### src/rtl/winwdt_pkg.sv
package winwdt_pkg;
   localparam int ADDR_W = 2;
   typedef enum logic [ADDR_W-1:0] {
      REG_CTRL = 2'd0,
      REG_CFG  = 2'd1,
      REG_STAT = 2'd2,
      REG_NONE = 2'd3
   } reg_sel_e;

   typedef struct packed {
      logic ctrl;
      logic cfg;
      logic stat;
   } wr_dec_t;
endpackage

### src/rtl/winwdt_tick.sv
module winwdt_tick #(
   parameter int FIXED_DIV = 4096,
   parameter int TB_W      = 2
) (
   input  logic            clk,
   input  logic            rst_n,
   input  logic            restart,
   input  logic [TB_W-1:0] tb,
   output logic            tick
);
   localparam int MAX_SHIFT = (1 << TB_W) - 1;
   localparam int MAX_DIV   = FIXED_DIV * (1 << MAX_SHIFT);
   localparam int PRE_W     = $clog2(MAX_DIV + 1);

   if (FIXED_DIV < 1) begin : g_bad_div
      $error("winwdt_tick: FIXED_DIV must be at least 1");
   end
   if (TB_W < 1 || TB_W > 3) begin : g_bad_tb
      $error("winwdt_tick: TB_W must be 1 to 3");
   end

   logic [PRE_W-1:0] pre_q;
   logic [PRE_W-1:0] term;

   assign term = (PRE_W'(FIXED_DIV) << tb) - 1'b1;
   assign tick = (pre_q == term);

   always_ff @(posedge clk or negedge rst_n) begin
      if (!rst_n)        pre_q <= '0;
      else if (restart)  pre_q <= '0;
      else if (tick)     pre_q <= '0;
      else               pre_q <= pre_q + 1'b1;
   end

   assert_pre_bound_R2: assert property (@(posedge clk) disable iff (!rst_n)
      pre_q <= PRE_W'(MAX_DIV - 1));
endmodule

### src/rtl/winwdt_count.sv
module winwdt_count #(
   parameter int CNT_W = 7
) (
   input  logic             clk,
   input  logic             rst_n,
   input  logic             clr,
   input  logic             tick,
   input  logic             load,
   input  logic [CNT_W-1:0] load_val,
   output logic [CNT_W-1:0] cnt
);
   if (CNT_W < 3) begin : g_bad_w
      $error("winwdt_count: CNT_W must be at least 3");
   end

   logic [CNT_W-1:0] cnt_q;

   always_ff @(posedge clk or negedge rst_n) begin
      if (!rst_n)      cnt_q <= '1;
      else if (clr)    cnt_q <= '1;
      else if (load)   cnt_q <= load_val;
      else if (tick)   cnt_q <= cnt_q - 1'b1;
   end

   assign cnt = cnt_q;

   // a plain tick decrements modulo 2^CNT_W
   assert_dec_wrap_R3: assert property (@(posedge clk) disable iff (!rst_n)
      (tick && !clr && !load) |=> (cnt_q == CNT_W'($past(cnt_q) - 1'b1)));
   assert_load_R7: assert property (@(posedge clk) disable iff (!rst_n)
      (load && !clr) |=> (cnt_q == $past(load_val)));
endmodule

### src/rtl/winwdt_regs.sv
module winwdt_regs #(
   parameter int CNT_W = 7,
   parameter int TB_W  = 2
) (
   input  logic             clk,
   input  logic             rst_n,
   input  logic             clr,
   input  logic             en_set,
   input  logic             cfg_wr,
   input  logic [CNT_W-1:0] cfg_win,
   input  logic [TB_W-1:0]  cfg_tb,
   input  logic             cfg_ewi,
   input  logic             stat_wr,
   input  logic             stat_bit,
   input  logic             flag_set,
   output logic             en,
   output logic [CNT_W-1:0] win,
   output logic [TB_W-1:0]  tb,
   output logic             ewi,
   output logic             flag
);
   always_ff @(posedge clk or negedge rst_n) begin
      if (!rst_n) begin
         en <= 1'b0; win <= '1; tb <= '0; ewi <= 1'b0; flag <= 1'b0;
      end else if (clr) begin
         en <= 1'b0; win <= '1; tb <= '0; ewi <= 1'b0; flag <= 1'b0;
      end else begin
         if (en_set) en <= 1'b1;
         if (cfg_wr) begin
            win <= cfg_win;
            tb  <= cfg_tb;
            ewi <= cfg_ewi;
         end
         if (flag_set)                   flag <= 1'b1;
         else if (stat_wr && !stat_bit)  flag <= 1'b0;
      end
   end

   assert_en_oneway_R4: assert property (@(posedge clk) disable iff (!rst_n)
      $fell(en) |-> $past(clr));
   assert_flag_hold_R10: assert property (@(posedge clk) disable iff (!rst_n)
      $fell(flag) |-> ($past(clr) || $past(stat_wr)));
endmodule

### src/rtl/winwdt_top.sv
module winwdt_top #(
   parameter int FIXED_DIV = 4096,
   parameter int CNT_W     = 7,
   parameter int TB_W      = 2,
   parameter int DATA_W    = 16
) (
   input  logic              clk,
   input  logic              rst_n,
   input  logic              bus_wr,
   input  logic [1:0]        bus_addr,
   input  logic [DATA_W-1:0] bus_wdata,
   output logic [DATA_W-1:0] bus_rdata,
   output logic              rst_req,
   output logic              irq
);
   import winwdt_pkg::*;

   localparam int EN_BIT  = CNT_W;
   localparam int TB_LSB  = CNT_W;
   localparam int EWI_BIT = CNT_W + TB_W;
   localparam int USED_W  = EWI_BIT + 1;
   localparam logic [CNT_W-1:0] LOW_EDGE  = CNT_W'(1) << (CNT_W - 1);
   localparam logic [CNT_W-1:0] WARN_EDGE = LOW_EDGE + 1'b1;

   if (DATA_W < USED_W) begin : g_bad_data
      $error("winwdt_top: DATA_W too narrow for the configuration fields");
   end

   wr_dec_t          wr;
   logic             tick, fire, en, ewi, flag, en_next;
   logic             too_early, low_load, timeout, flag_set;
   logic [CNT_W-1:0] cnt, win;
   logic [TB_W-1:0]  tb;

   assign wr.ctrl = bus_wr && (bus_addr == REG_CTRL);
   assign wr.cfg  = bus_wr && (bus_addr == REG_CFG);
   assign wr.stat = bus_wr && (bus_addr == REG_STAT);

   assign en_next   = en | (wr.ctrl & bus_wdata[EN_BIT]);
   assign too_early = wr.ctrl & en & (cnt > win);
   assign low_load  = wr.ctrl & en_next & ~bus_wdata[CNT_W-1];
   assign timeout   = en & tick & ~wr.ctrl & (cnt == LOW_EDGE);
   assign fire      = too_early | low_load | timeout;
   assign flag_set  = tick & ~wr.ctrl & (cnt == WARN_EDGE);

   winwdt_tick #(.FIXED_DIV(FIXED_DIV), .TB_W(TB_W)) u_tick (
      .clk(clk), .rst_n(rst_n), .restart(wr.ctrl | fire), .tb(tb), .tick(tick));

   winwdt_count #(.CNT_W(CNT_W)) u_count (
      .clk(clk), .rst_n(rst_n), .clr(fire), .tick(tick),
      .load(wr.ctrl), .load_val(bus_wdata[CNT_W-1:0]), .cnt(cnt));

   winwdt_regs #(.CNT_W(CNT_W), .TB_W(TB_W)) u_regs (
      .clk(clk), .rst_n(rst_n), .clr(fire),
      .en_set(wr.ctrl & bus_wdata[EN_BIT]),
      .cfg_wr(wr.cfg), .cfg_win(bus_wdata[CNT_W-1:0]),
      .cfg_tb(bus_wdata[TB_LSB +: TB_W]), .cfg_ewi(bus_wdata[EWI_BIT]),
      .stat_wr(wr.stat), .stat_bit(bus_wdata[0]), .flag_set(flag_set),
      .en(en), .win(win), .tb(tb), .ewi(ewi), .flag(flag));

   always_ff @(posedge clk or negedge rst_n) begin
      if (!rst_n) rst_req <= 1'b0;
      else        rst_req <= fire;
   end

   assign irq = flag & ewi;

   always_comb begin
      bus_rdata = '0;
      unique case (bus_addr)
         REG_CTRL: bus_rdata[CNT_W:0] = {en, cnt};
         REG_CFG:  bus_rdata[EWI_BIT:0] = {ewi, tb, win};
         REG_STAT: bus_rdata[0] = flag;
         default:  bus_rdata = '0;
      endcase
   end

   if (DATA_W > USED_W) begin : g_spare
      logic unused_wdata;
      assign unused_wdata = ^bus_wdata[DATA_W-1:USED_W];
   end

   assert_pulse_R5: assert property (@(posedge clk) disable iff (!rst_n)
      rst_req |=> !rst_req);
   assert_cleared_R9: assert property (@(posedge clk) disable iff (!rst_n)
      rst_req |-> (!en && (cnt == '1) && (win == '1) && !flag));
   assert_irq_R11: assert property (@(posedge clk) disable iff (!rst_n)
      irq |-> (flag && ewi));
   assert_idle_R3: assert property (@(posedge clk) disable iff (!rst_n)
      (!en && !(wr.ctrl && bus_wdata[EN_BIT])) |=> !rst_req);
endmodule

### config.mk
export PLATFORM = sky130hd
export DESIGN_NAME = winwdt_top
export DESIGN_NICKNAME = d
export VERILOG_FILES = /design/src/rtl/winwdt_pkg.sv /design/src/rtl/winwdt_tick.sv /design/src/rtl/winwdt_count.sv /design/src/rtl/winwdt_regs.sv /design/src/rtl/winwdt_top.sv
export SDC_FILE = /design/constraint.sdc
export NUM_CORES = 1
export LEC_CHECK = 0
export CAP_MARGIN = 20
export CORE_MARGIN = 2
export CORE_UTILIZATION = 53
export CTS_CLUSTER_DIAMETER = 50
export DETAILED_ROUTE_END_ITERATION = 10
export GPL_TIMING_DRIVEN = 1
export PLACE_DENSITY = 0.8
export SYNTH_ARGS = -nofsm -noshare
export SYNTH_HDL_FRONTEND = slang
export SYNTH_HIERARCHICAL = 1
export SYNTH_SLANG_ARGS = --single-unit
### constraint.sdc
create_clock -name clk -period 3.62 [get_ports clk]
set_input_delay 0.724 -clock clk [delete_from_list [all_inputs] [get_ports clk]]
set_output_delay 0.724 -clock clk [all_outputs]
set_load 0.005 [all_outputs]
Word-level counts from Yosys, hierarchy flattened

Cells that the tools add are included.

Bits in registers: 36
Input bits: 21
Word-level logic and storage cells: 64
Output and inout bits: 18

Mux-type cells: 19
Reductions and logical operators: 10
Bitwise gates (word level): 17
Order comparisons: 1
Eq/ne operators: 5
Add/subtract/negate cells: 3
Shifts and indexed selects: 1

Operators by type and width:

| kind                  | number |
|---|---|
| $mux 7                | 5 |
| $mux 16               | 2 |
| $add 16x1->16 const B | 1 |
| $eq 16x16->1          | 1 |
| $shl 13x2->16 const A | 1 |
| $sub 16x1->16 const B | 1 |
| $eq 7x7->1 const B    | 2 |
| $pmux 7 s2            | 1 |
| $and 1x1->1           | 11 |
| $gt 7x7->1            | 1 |
| $mux 1                | 7 |
| $sub 7x1->7 const B   | 1 |
| $mux 2                | 3 |
| $reduce_bool 3->1     | 2 |
| $logic_and 1x1->1     | 4 |
| $or 1x1->1            | 4 |
| $reduce_bool 2->1     | 2 |
| $pmux 1 s3            | 1 |
| $eq 2x1->1 const B    | 1 |
| $eq 2x2->1 const B    | 1 |
| $logic_not 2->1       | 1 |
| $not 1->1             | 2 |
| $logic_not 1->1       | 1 |

Logic depth before layout (Yosys ltp)

Word-level depth: 10
Gate-level depth with buffers: 12
Mapped depth without buffers: 9

Modules after synthesis

Netlist, hierarchy kept.

Modules (own cells, without submodules):

| module       | seq. area each (um^2) | instances | cells an instance | area each (um^2) |
|---|---|---|---|---|
| winwdt_tick  | 400.4                 | 1         | 82                | 865.8 |
| winwdt_regs  | 309.0                 | 1         | 39                | 503.0 |
| winwdt_top   | 25.0                  | 1         | 68                | 484.2 |
| winwdt_count | 183.9                 | 1         | 44                | 452.9 |

Worst setup path before layout

OpenSTA, ideal clock, no wires.

Kind: register to register
Start: reg u_regs.tb[1]
End: reg u_count.cnt_q[6] (netlist: u_count/cnt[6])
Period minus slack after synthesis: 3.139 ns
Library setup time: 0.082 ns
Arrival time: 3.057 ns
Required time: 3.538 ns
Stages on the path, launching flop included: 12
Path slack: 0.481 ns
Buffers on the path: 2
Cell sequence: dfrtp_1 or3b_1 a211o_1 a311oi_4 buf_6 nand4b_1 or3b_1 o221ai_1 buf_2 nor2_1 and4_1 nor3_1

Longest elaborated chain between the ends: 8
Elaborated cells on any way between the ends: 9
Those cells by class: add/sub: 1; eq/ne: 1; shift: 1; mux: 1; bitwise: 4; reduce/logical: 1

Ends and longest elaborated chain:

| what                                                         | line               | text |
|---|---|---|
| start, declared                                              | winwdt_regs.sv:18  | `output logic [TB_W-1:0] tb,` |
| start signal, assigned                                       | winwdt_regs.sv:31  | `tb <= cfg_tb;` |
| $shl 13x2->16 (*)                                            | winwdt_tick.sv:25  | `assign term = (PRE_W'(FIXED_DIV) << tb) - 1'b1;` |
| $sub 16x1->16 (*)                                            | winwdt_tick.sv:25  |  |
| $eq 16x16->1 (*)                                             | winwdt_tick.sv:26  | `assign tick = (pre_q == term);` |
| named net tick                                               | winwdt_top.sv:30   | `logic tick, fire, en, ewi, flag, en_next;` |
| $and 1x1->1 (*) (3 in a row)                                 | winwdt_top.sv:42   | `assign timeout = en & tick & ~wr.ctrl & (cnt == LOW_EDGE);` |
| $or 1x1->1 (*)                                               | winwdt_top.sv:43   | `assign fire = too_early \| low_load \| timeout;` |
| named net fire                                               | winwdt_top.sv:30   |  |
| $reduce_bool 3->1 (no line) / $mux 7 (equally long branches) | --                 |  |
| end signal, assigned                                         | winwdt_count.sv:21 | `else if (load) cnt_q <= load_val;` |
| end signal, assigned                                         | winwdt_count.sv:22 | `else if (tick) cnt_q <= cnt_q - 1'b1;` |
| end, declared                                                | winwdt_count.sv:16 | `logic [CNT_W-1:0] cnt_q;` |

The timed path passes the listed nets; every way through them passes the cells marked *.
A chain may end at the register's enable or synchronous reset.

Worst setup path in the final report

Start: in bus_addr[1]
End: out bus_rdata[0]

Longest elaborated chain between the ends: 2
Elaborated cells on any way between the ends: 4
Those cells by class: eq/ne: 2; mux: 1; reduce/logical: 1

Ends and longest elaborated chain:

| what                                     | line             | text |
|---|---|---|
| start, declared                          | winwdt_top.sv:10 | `input logic [1:0] bus_addr,` |
| $eq 2x2->1, or another cell as far along | winwdt_top.sv:70 | `unique case (bus_addr)` |
| $pmux 1 s3 (*)                           | winwdt_top.sv:70 |  |
| end, declared                            | winwdt_top.sv:12 | `output logic [DATA_W-1:0] bus_rdata,` |

Every way passes the cells marked *; elsewhere a longest branch is shown, timed or not.

==> qor.txt <==
Status = complete, no violations
Slowest cell delay on critical path = 650 ps
Cells after Synth = 233
CTS root buffer = clkbuf_8
#FFs+latches synth = 36
Syn_area_per_cell = 9.897 um^2
Asr flop ratio synth = 100.0%
Critical path's top delay family = buffers and inverters
Largest net degree at the start of global routing = 37
Crit path cell chain = clkdlybuf4s50_1 -> nor2b_1 -> nand2_1 -> o21ai_0 -> clkdlybuf4s50_1
Layout Cell Area excl Fill = 2671 um^2
Worst path most repeated cell = clkdlybuf4s50_1
Die ar. = 4894 um^2
Clock-pin transition on the worst setup and hold timing paths = 70 ps
Synthesis Warnings = 6
Routed WL = 4999 um
Worst Setup Start Kind = input port
Tmin final = 3130 ps
First-pass GRT wire length = 8424 um
Layout Skew = 4.618 ps
Total grt overflow = 0
Synth area leader = dfrtp_1
DP HPWL = 3439 um
Unrepaired setup endpoints after global routing = false
IO Port Bufs = 26
CTS tree = yes
Via density = 5.875
Die width = 69.96 um
Setup TNS = 0 ps
Max H-tree Level = 2
Flop pwr share = 47.4%
Max Slew Vio Count = 0
Vias in the first global route = 1786
WP data arrival = 2410 ps
Initial Util = 56.43%
Worst Path Buf+Inv = 2
Clock Power Share = 21.1%
Leakage dissipation = 1.161 nW
Ant. Diodes = 0
Netlist Area Pre-Place = 2306 um^2
Worst-Margin Slew = 744.5 ps
Fin crit share = 86.46%
Cts bufs inserted = 5
Drt first pass iters = 4
DR iter-0 viols = 106
Final-report hold violation count = 0
Seq/Total Area, Yosys = 39.83%
CTS Buffer Depth = 2
Synth top area share = 23.87%
Crit path required time = 2900 ps
Max IR drop VDD = 0.2905 mV
Initial antenna violation count = 0
ANT nets after route = 0
Die H = 69.96 um
Hold Path Class = reg2reg
Setup bufs post-CTS = 0
CP max FO = 11
Hold-fix buffers, CTS = 0
Combinational Power Share = 31.5%
Top area cells in the synthesized netlist = dfrtp_1 (24%), dfstp_2 (16%), mux2i_1 (5.2%)
Slew HR = 50.36%
# resized after CTS = 0
CP Capture Type = output port
Number of flops mapped to enable cells by yosys = 0
Area Overhead vs Synth = 15.84%
Gr usage total = 21.49%
Final Util = 65.37%
Io pins = 39
Placed Area = 2590 um^2
Internal power = 0.0008810 W
Core area = 4086 um^2
Clock sink count = 36
Fraction of layout cells with a size suffix above 1 = 15.71%
Main synth FF type = dfrtp_1
PD cells = 499.9 nW/um^2
Achievable frequency = 0.3195 GHz
DR WL/cell = 16.07 um
Max-Cap Viols = 0
Vias = 1827
Final GP Congestion = 0.8118
Clock latency on the worst-skew pair = 290 ps
Critical path class = in2out
Final setup vio count = 0
Residual DRC count = 0
Net Switching = 0.0004545 W
Net Sw Frac = 34.03%
Hold Slack = 475.8 ps
Num rows = 23
Netlist cell types = 50
Critical Path Slowest Stage Cell = clkdlybuf4s50_1
Nets = 290
state kept, by name (all words and copies together), names as in the netlist:
| name | count |
|---|---|
| rst_req | 1 |
| u_count/cnt | 7 |
| u_regs/en | 1 |
| u_regs/ewi | 1 |
| u_regs/flag | 1 |
| u_regs/tb | 2 |
| u_regs/win | 7 |
| u_tick/pre_q | 16 |
per-layer routing:
metal | global-route usage (%) | routed length (um)
met1 | 27.61 | 2256
met2 | 34.92 | 2367
met3 | 6.205 | 306
met4 | 6.838 | 68
met5 | 0 | 0
final timing paths:
check | end | cells past startpoint | slack [ps] | startpoint
max reg2reg | u_count/cnt[5] | 9 | 520 | u_tick/pre_q[13]
min | u_tick/pre_q[0] | 1 | 480 | u_tick/pre_q[0]
min in group asynchronous | u_tick/pre_q[12] | 2 | 840 | rst_n
max | bus_rdata[0] | 5 | 490 | bus_addr[1]
max in group asynchronous | u_count/cnt[1] | 2 | 2420 | rst_n
min reg2reg | u_tick/pre_q[0] | 1 | 480 | u_tick/pre_q[0]
logic make-up after synthesis:
kind of cell,after synthesis,synth area share (%)
AO/OA/AOI/OAI,31,11.29
XOR/XNOR,13,4.938
adder cells (fa/ha/maj),9,4.883
buffers and inverters,27,6.348
flip-flops,36,39.83
multiplexers,12,5.209
other,1,0.1626
AND/OR/NAND/NOR,104,27.35
cells in the final DEF (no fill, tap or decap), drive strengths merged, types with 7 or more instances in the layout:
cell type       n
clkdlybuf4s50  26
nor2           23
dfrtp          22
nor3           16
dfstp          14
mux2i          12
inv            10
xor2           10
nor2b           9
ha              9
a211o           9
nand2           8
and2            7
clkbuf          7
cell usage after synthesis, drive strengths merged, types with 2 or more instances:
master   count
a211oi       5
nor2        23
and4         4
a211o        9
mux2i       12
a2111oi      3
nor3        16
inv         10
nand3b       2
nand2b       2
o21ai        4
nor2b        9
xor2        10
clkbuf       5
and3b        2
buf         12
nand3        6
dfstp       14
nor3b        6
ha           9
nand4        6
xnor2        3
a21oi        4
nor4         3
nand2        8
a311oi       2
dfrtp       22
or3b         2
or3          3
and2         7
final cells by class:
class	count	area, um^2
multi-input combinational	175	1266
fill	329	1415
timing repair buffer	32	305.3
tap	50	62.56
clock inverter	1	5.005
inverter	10	37.54
clock buffer	7	76.32
sequential	36	918.4
power by group through the flow:
stage | Combinational [W] | Sequential, W | Clock (W)
floorplan | 0.000297 | 0.000599 | 0
global placement | 0.000396 | 0.000629 | 0
detailed placement | 0.000418 | 0.000634 | 0
CTS | 0.000421 | 0.000630 | 0.000288
global route | 0.000471 | 0.000648 | 0.000307
finish | 0.000421 | 0.000633 | 0.000282
stage by stage:
| stage | total power [W] | setup WS, ps | std cells |
|---|---|---|---|
| floorplan | 0.0008957 | 481.3 | 238 |
| global placement | 0.001026 | 552.2 | 303 |
| detailed placement | 0.001052 | 503.9 | 303 |
| CTS | 0.001340 | 491.6 | 311 |
| global route | 0.001427 | 373.7 | 311 |
| finish | 0.001336 | 490.2 | 311 |
No activity file was read; power rests on OpenSTA's default activity.
